<file path="config.mk">
export PLATFORM = sky130hd
export DESIGN_NAME = sdram_pd_ctrl
export DESIGN_NICKNAME = d
export VERILOG_FILES = /design/src/rtl/sdram_pd_pkg.sv /design/src/rtl/sdram_pd_cfg_shadow.sv /design/src/rtl/sdram_pd_wake_cnt.sv /design/src/rtl/sdram_pd_fsm.sv /design/src/rtl/sdram_pd_ctrl.sv
export SDC_FILE = /design/constraint.sdc
export NUM_CORES = 1
export LEC_CHECK = 0
export BUFFER_PORTS_ARGS = -buffer_cell sky130_fd_sc_hd__buf_2
export CAP_MARGIN = 20
export CORE_AREA = 2 2 39 41
export CTS_CLUSTER_SIZE = 12
export DETAILED_ROUTE_END_ITERATION = 8
export DIE_AREA = 0 0 41 43
export SKIP_CTS_REPAIR_TIMING = 1
export SYNTH_ARGS = -nofsm -noshare
export SYNTH_HDL_FRONTEND = slang
export SYNTH_HIERARCHICAL = 1
export SYNTH_SLANG_ARGS = --single-unit
</file>
<file path="constraint.sdc">
create_clock -name clk -period 4.48 [get_ports clk]
set_clock_uncertainty 0.15 [all_clocks]
set_input_delay 0.224 -clock clk [delete_from_list [all_inputs] [get_ports clk]]
set_output_delay 0.224 -clock clk [all_outputs]
set_load 0.05 [all_outputs]
</file>
<file path="src/rtl/sdram_pd_pkg.sv">
package sdram_pd_pkg;

    typedef enum logic [1:0] {
        ST_ACTIVE = 2'd0,
        ST_PWRDN  = 2'd1,
        ST_WAKE   = 2'd2
    } pd_state_e;

    typedef struct packed {
        logic cke;
        logic clk_en;
        logic stall;
    } pd_out_t;

endpackage

</file>
<file path="src/rtl/sdram_pd_cfg_shadow.sv">
module sdram_pd_cfg_shadow (
    input  logic clk,
    input  logic rst_n,
    input  logic if_busy,
    input  logic clk_off_in,
    output logic clk_off_q,
    output logic clk_off_nxt
);
    // The clock-disable setting only moves while the interface is idle.
    always_comb begin
        clk_off_nxt = if_busy ? clk_off_q : clk_off_in;
    end

    always_ff @(posedge clk or negedge rst_n) begin
        if (!rst_n) begin
            clk_off_q <= 1'b0;
        end else begin
            clk_off_q <= clk_off_nxt;
        end
    end
endmodule

</file>
<file path="src/rtl/sdram_pd_wake_cnt.sv">
module sdram_pd_wake_cnt #(
    parameter int WAKE_W = 4
) (
    input  logic              clk,
    input  logic              rst_n,
    input  logic              load,
    input  logic [WAKE_W-1:0] load_val,
    input  logic              run,
    output logic              last
);
    localparam logic [WAKE_W-1:0] ONE = WAKE_W'(1);

    logic [WAKE_W-1:0] cnt_q;

    always_ff @(posedge clk or negedge rst_n) begin
        if (!rst_n) begin
            cnt_q <= '0;
        end else if (load) begin
            cnt_q <= load_val;
        end else if (run && cnt_q != '0) begin
            cnt_q <= cnt_q - ONE;
        end
    end

    // True in the cycle whose edge brings the count to zero.
    assign last = (cnt_q <= ONE);
endmodule

</file>
<file path="src/rtl/sdram_pd_fsm.sv">
module sdram_pd_fsm
    import sdram_pd_pkg::*;
#(
    parameter int WAKE_W = 4
) (
    input  logic              clk,
    input  logic              rst_n,
    input  logic              pd_en,
    input  logic              clk_off_q,
    input  logic              clk_off_nxt,
    input  logic              mode_ddr,
    input  logic              req_valid,
    input  logic              if_busy,
    input  logic [WAKE_W-1:0] wake_lat,
    input  logic              wake_last,
    output logic              wake_load,
    output logic              wake_run,
    output pd_state_e         state_q,
    output pd_out_t           outs
);
    pd_state_e state_d;
    logic      save_any;
    logic      idle;
    logic      slow_wake;

    assign save_any  = pd_en | clk_off_nxt;
    assign idle      = ~if_busy & ~req_valid;
    assign slow_wake = mode_ddr & (wake_lat != '0);

    // State register
    always_ff @(posedge clk or negedge rst_n) begin
        if (!rst_n) begin
            state_q <= ST_ACTIVE;
        end else begin
            state_q <= state_d;
        end
    end

    // Next state
    always_comb begin
        state_d   = state_q;
        wake_load = 1'b0;
        unique case (state_q)
            ST_ACTIVE: begin
                if (idle && save_any) begin
                    state_d = ST_PWRDN;                 // enter
                end
            end
            ST_PWRDN: begin
                if (req_valid) begin
                    if (slow_wake) begin
                        state_d   = ST_WAKE;            // ddr_wake
                        wake_load = 1'b1;
                    end else begin
                        state_d = ST_ACTIVE;            // fast_exit
                    end
                end else if (if_busy || !save_any) begin
                    state_d = ST_ACTIVE;                // fast_exit
                end
            end
            ST_WAKE: begin
                if (wake_last) begin
                    state_d = ST_ACTIVE;                // release
                end
            end
            default: state_d = ST_ACTIVE;
        endcase
    end

    assign wake_run = (state_q == ST_WAKE);

    // Outputs
    always_comb begin
        outs = '{cke: 1'b1, clk_en: 1'b1, stall: 1'b0};
        unique case (state_q)
            ST_ACTIVE: ;
            ST_PWRDN: begin
                outs.cke    = ~pd_en;
                outs.clk_en = ~clk_off_q;
                outs.stall  = req_valid;
            end
            ST_WAKE: begin
                outs.stall  = 1'b1;
            end
            default: ;
        endcase
    end
endmodule

</file>
<file path="src/rtl/sdram_pd_ctrl.sv">
module sdram_pd_ctrl
    import sdram_pd_pkg::*;
#(
    parameter int WAKE_W = 4
) (
    input  logic              clk,
    input  logic              rst_n,
    input  logic              cfg_pd_en,
    input  logic              cfg_clk_off,
    input  logic              mode_ddr,
    input  logic              req_valid,
    input  logic              if_busy,
    input  logic [WAKE_W-1:0] wake_lat,
    output logic              cke,
    output logic              ext_clk_en,
    output logic              req_stall
);
    logic      clk_off_q;
    logic      clk_off_nxt;
    logic      wake_load;
    logic      wake_run;
    logic      wake_last;
    pd_state_e state_q;
    pd_out_t   outs;

    sdram_pd_cfg_shadow u_shadow (
        .clk         (clk),
        .rst_n       (rst_n),
        .if_busy     (if_busy),
        .clk_off_in  (cfg_clk_off),
        .clk_off_q   (clk_off_q),
        .clk_off_nxt (clk_off_nxt)
    );

    sdram_pd_wake_cnt #(.WAKE_W(WAKE_W)) u_wake (
        .clk      (clk),
        .rst_n    (rst_n),
        .load     (wake_load),
        .load_val (wake_lat),
        .run      (wake_run),
        .last     (wake_last)
    );

    sdram_pd_fsm #(.WAKE_W(WAKE_W)) u_fsm (
        .clk         (clk),
        .rst_n       (rst_n),
        .pd_en       (cfg_pd_en),
        .clk_off_q   (clk_off_q),
        .clk_off_nxt (clk_off_nxt),
        .mode_ddr    (mode_ddr),
        .req_valid   (req_valid),
        .if_busy     (if_busy),
        .wake_lat    (wake_lat),
        .wake_last   (wake_last),
        .wake_load   (wake_load),
        .wake_run    (wake_run),
        .state_q     (state_q),
        .outs        (outs)
    );

    assign cke        = outs.cke;
    assign ext_clk_en = outs.clk_en;
    assign req_stall  = outs.stall;
endmodule

</file>
==> out/qor.yml <==
path_clk_slew_ns: 0.05
r2r_start: "u_fsm/state_q[1]"
synthCells: 58
maxCapViolCount: 0
sequentialPowerShare_pct: 29.4
start_util_pct: 38.7
p_sw_mw: 0.189
root_buffer: "clkbuf_4"
total_power_mw: 0.407
totalWireLength_um: 1080
groute.usage.overall_pct: 15.6
globalplace.congestion: 0.759
rsz0062_at_grt: "false"
relSlewSlack_pct: 56.9
cellPowerDensity_nw_per_um2: 627
tns_ns: 0
cts_max_level: 1
whs_ns: 0.0706
clk_latency_ns: 0.25
cts_tree: "yes"
leakage_nw: 0.308
ys_ff_latch: 7
dp.cells: 86
ir_drop_uv: 260
num_rows: 14
worst_pin_slew_ns: 0.644
nFillCells: 148
swShare_pct: 46.5
min_path_type: "in2reg"
grt_pass1_vias: 435
hold_violations: 0
viasPerCell: 5.20
cp.required_ns: 4.42
yosys_warnings: 6
critPathArrivalTime_ns: 2.02
p_comb_share_pct: 56.7
drtIter0Drc: 8
path_class: "reg2reg"
grt_pass1_wl_um: 1760
path_max_fanout: 12
maxSlewViolCount: 0
antenna_cells: 0
max_freq_ghz: 0.479
grt-ovfl-total: 0
setup_viol: 0
worstReg2RegEnd: "u_wake/cnt_q[0]"
fin_cells: 91
min_period_over_period_pct: 46.6
ant_nets: 0
syn-num-nets: 76
vias: 473
clockPowerShare_pct: 13.9
intPower_mw: 0.218
worst_setup_path_end_kind: "flip-flop"
synth_top_cell_by_area: "dfrtp_1"
synth_top_area_share_pct: 32.7
die-area_sq_um: 1760
period_minus_slack_ns: 2.09
drive_gt1_share_pct: 25.3
startpoint_type: "flip-flop"
whs_path_depth: 3
num-nets-final: 94
yosys-top-cells-area: "dfrtp_1 (33%), ha_1 (16%), nand2_1 (4.9%), nor2b_1 (4.7%), mux2_1 (4.2%)"
seq_area_frac_synth_pct: 32.7
synth_area_sq_um: 536
r2r_setup_slack_ns: 2.39
synth.distinct_cells: 22
cts_buffers: 3
antenna_found_initial: 0
io_buffers: 13
core_sq_um: 1380
status: "finished clean"
clockBufferDepth: 2
drtPass1Iterations: 4
grt_max_degree: 13
drcViolationCount: 0
avgSynthCellArea_sq_um: 9.23
io_pins: 14
min_to: "u_wake/cnt_q[1]"
syn2layout_area_growth_pct: 21.3
min_from: "wake_lat[1]"
wl_per_cell_um: 11.9
reg2reg_depth: 7
die_x_um: 41
clock-sinks: 7
hpwl_um: 840
die_h_um: 43
-- worst max-delay path by stage --
stage,from,endpoint,cells after the start
after floorplan,u_fsm/state_q[0],req_stall,4
after global placement,u_fsm/state_q[1],u_wake/cnt_q[0],7
after detailed placement,u_fsm/state_q[1],u_wake/cnt_q[0],7
after CTS,u_fsm/state_q[1],u_wake/cnt_q[0],7
after global routing,u_fsm/state_q[1],u_wake/cnt_q[0],7
final,u_fsm/state_q[1],u_wake/cnt_q[0],7
-- routing by layer --
metal | vias up | wire length (um) | GRT usage, %
li1 | 235 | - | -
met1 | 221 | 491 | 17.9
met2 | 15 | 503 | 22.8
met3 | 2 | 77 | 9.42
met4 | 0 | 10 | 6.00
met5 | - | 0 | 0
-- critical path, cell delays in order (launching register included) --
cell,delay (ns)
dfrtp_1,0.38
inv_1,0.11
ha_1,0.25
nand3_1,0.10
nor2_1,0.51
nor3b_1,0.11
mux2i_1,0.16
o311ai_0,0.16
-- synth_stat cells, drive strengths merged --
master	instances
a211o	1
a21oi	4
a31o	1
buf	1
dfrtp	7
ha	7
inv	5
mux2	3
mux2i	2
nand2	7
nand3	1
nor2	5
nor2b	4
nor3	3
nor3b	1
nor4	1
nor4b	1
o21ai	1
o311ai	2
or3b	1
-- state kept, by name, indices dropped and copies added (netlist names) --
signal,cells
u_fsm/state_q,2
u_wake/cnt_q,4
u_shadow/clk_off_q,1
-- cell usage in the layout, fill, tap and decap left out --
| cell | count |
|---|---|
| buf_2 | 13 |
| nand2_1 | 7 |
| ha_1 | 7 |
| dfrtp_1 | 7 |
| inv_1 | 5 |
| nor2_1 | 5 |
| a21oi_1 | 4 |
| nor2b_1 | 4 |
| clkbuf_4 | 3 |
| mux2i_1 | 2 |
| mux2_1 | 2 |
| nor3_1 | 2 |
| o311ai_0 | 2 |
| clkbuf_1 | 1 |
| dlygate4sd3_1 | 1 |
| nor4_1 | 1 |
| nand3_1 | 1 |
| nor3_2 | 1 |
| mux2_4 | 1 |
| nor4b_1 | 1 |
| or3b_4 | 1 |
| a31o_1 | 1 |
| o21ai_1 | 1 |
| nor3b_1 | 1 |
| a211o_1 | 1 |
-- cell type report --
| cell class | count | area [sq um] | area share (%) |
|---|---|---|---|
| multi-input cells | 45 | 334 | 51.4 |
| flip-flops and latches | 7 | 175 | 27.0 |
| repair buffers | 14 | 75.1 | 11.6 |
| clock buffers | 4 | 26.3 | 4.05 |
| well taps | 16 | 20.0 | 3.08 |
| inverters | 5 | 18.8 | 2.89 |
-- through the flow --
stage / worst slack [ns] / utilization, % / cell area [sq um]
2_1_floorplan: 2.65 / - / 536
3_3_place_gp: 2.36 / 44.3 / 613
3_5_place_dp: 2.40 / 44.3 / 613
4_1_cts: 2.38 / 46.2 / 639
5_1_grt: 2.20 / 46.9 / 649
6_report: 2.39 / 46.9 / 649
-- power groups by stage --
stage | clock (mW) | combinational, mW | sequential [mW]
3_5_place_dp | 0 | 0.231 | 0.121
6_report | 0.0568 | 0.231 | 0.120
4_1_cts | 0.0597 | 0.233 | 0.119
2_1_floorplan | 0 | 0.187 | 0.113
3_3_place_gp | 0 | 0.231 | 0.121
5_1_grt | 0.0648 | 0.258 | 0.126
-- kinds of logic (layout without fill, tap and decap cells) --
group	after synthesis	count (layout)	share of synthesized area, %
DFF	7	7	32.7
adders and majority gates	7	7	16.4
and+or+nand+nor	24	24	24.1
buffers and inverters	6	23	4.91
muxes	5	5	10.7
AOI/OAI and AO/OA	9	9	11.2
(Power assumes the default switching activity.)
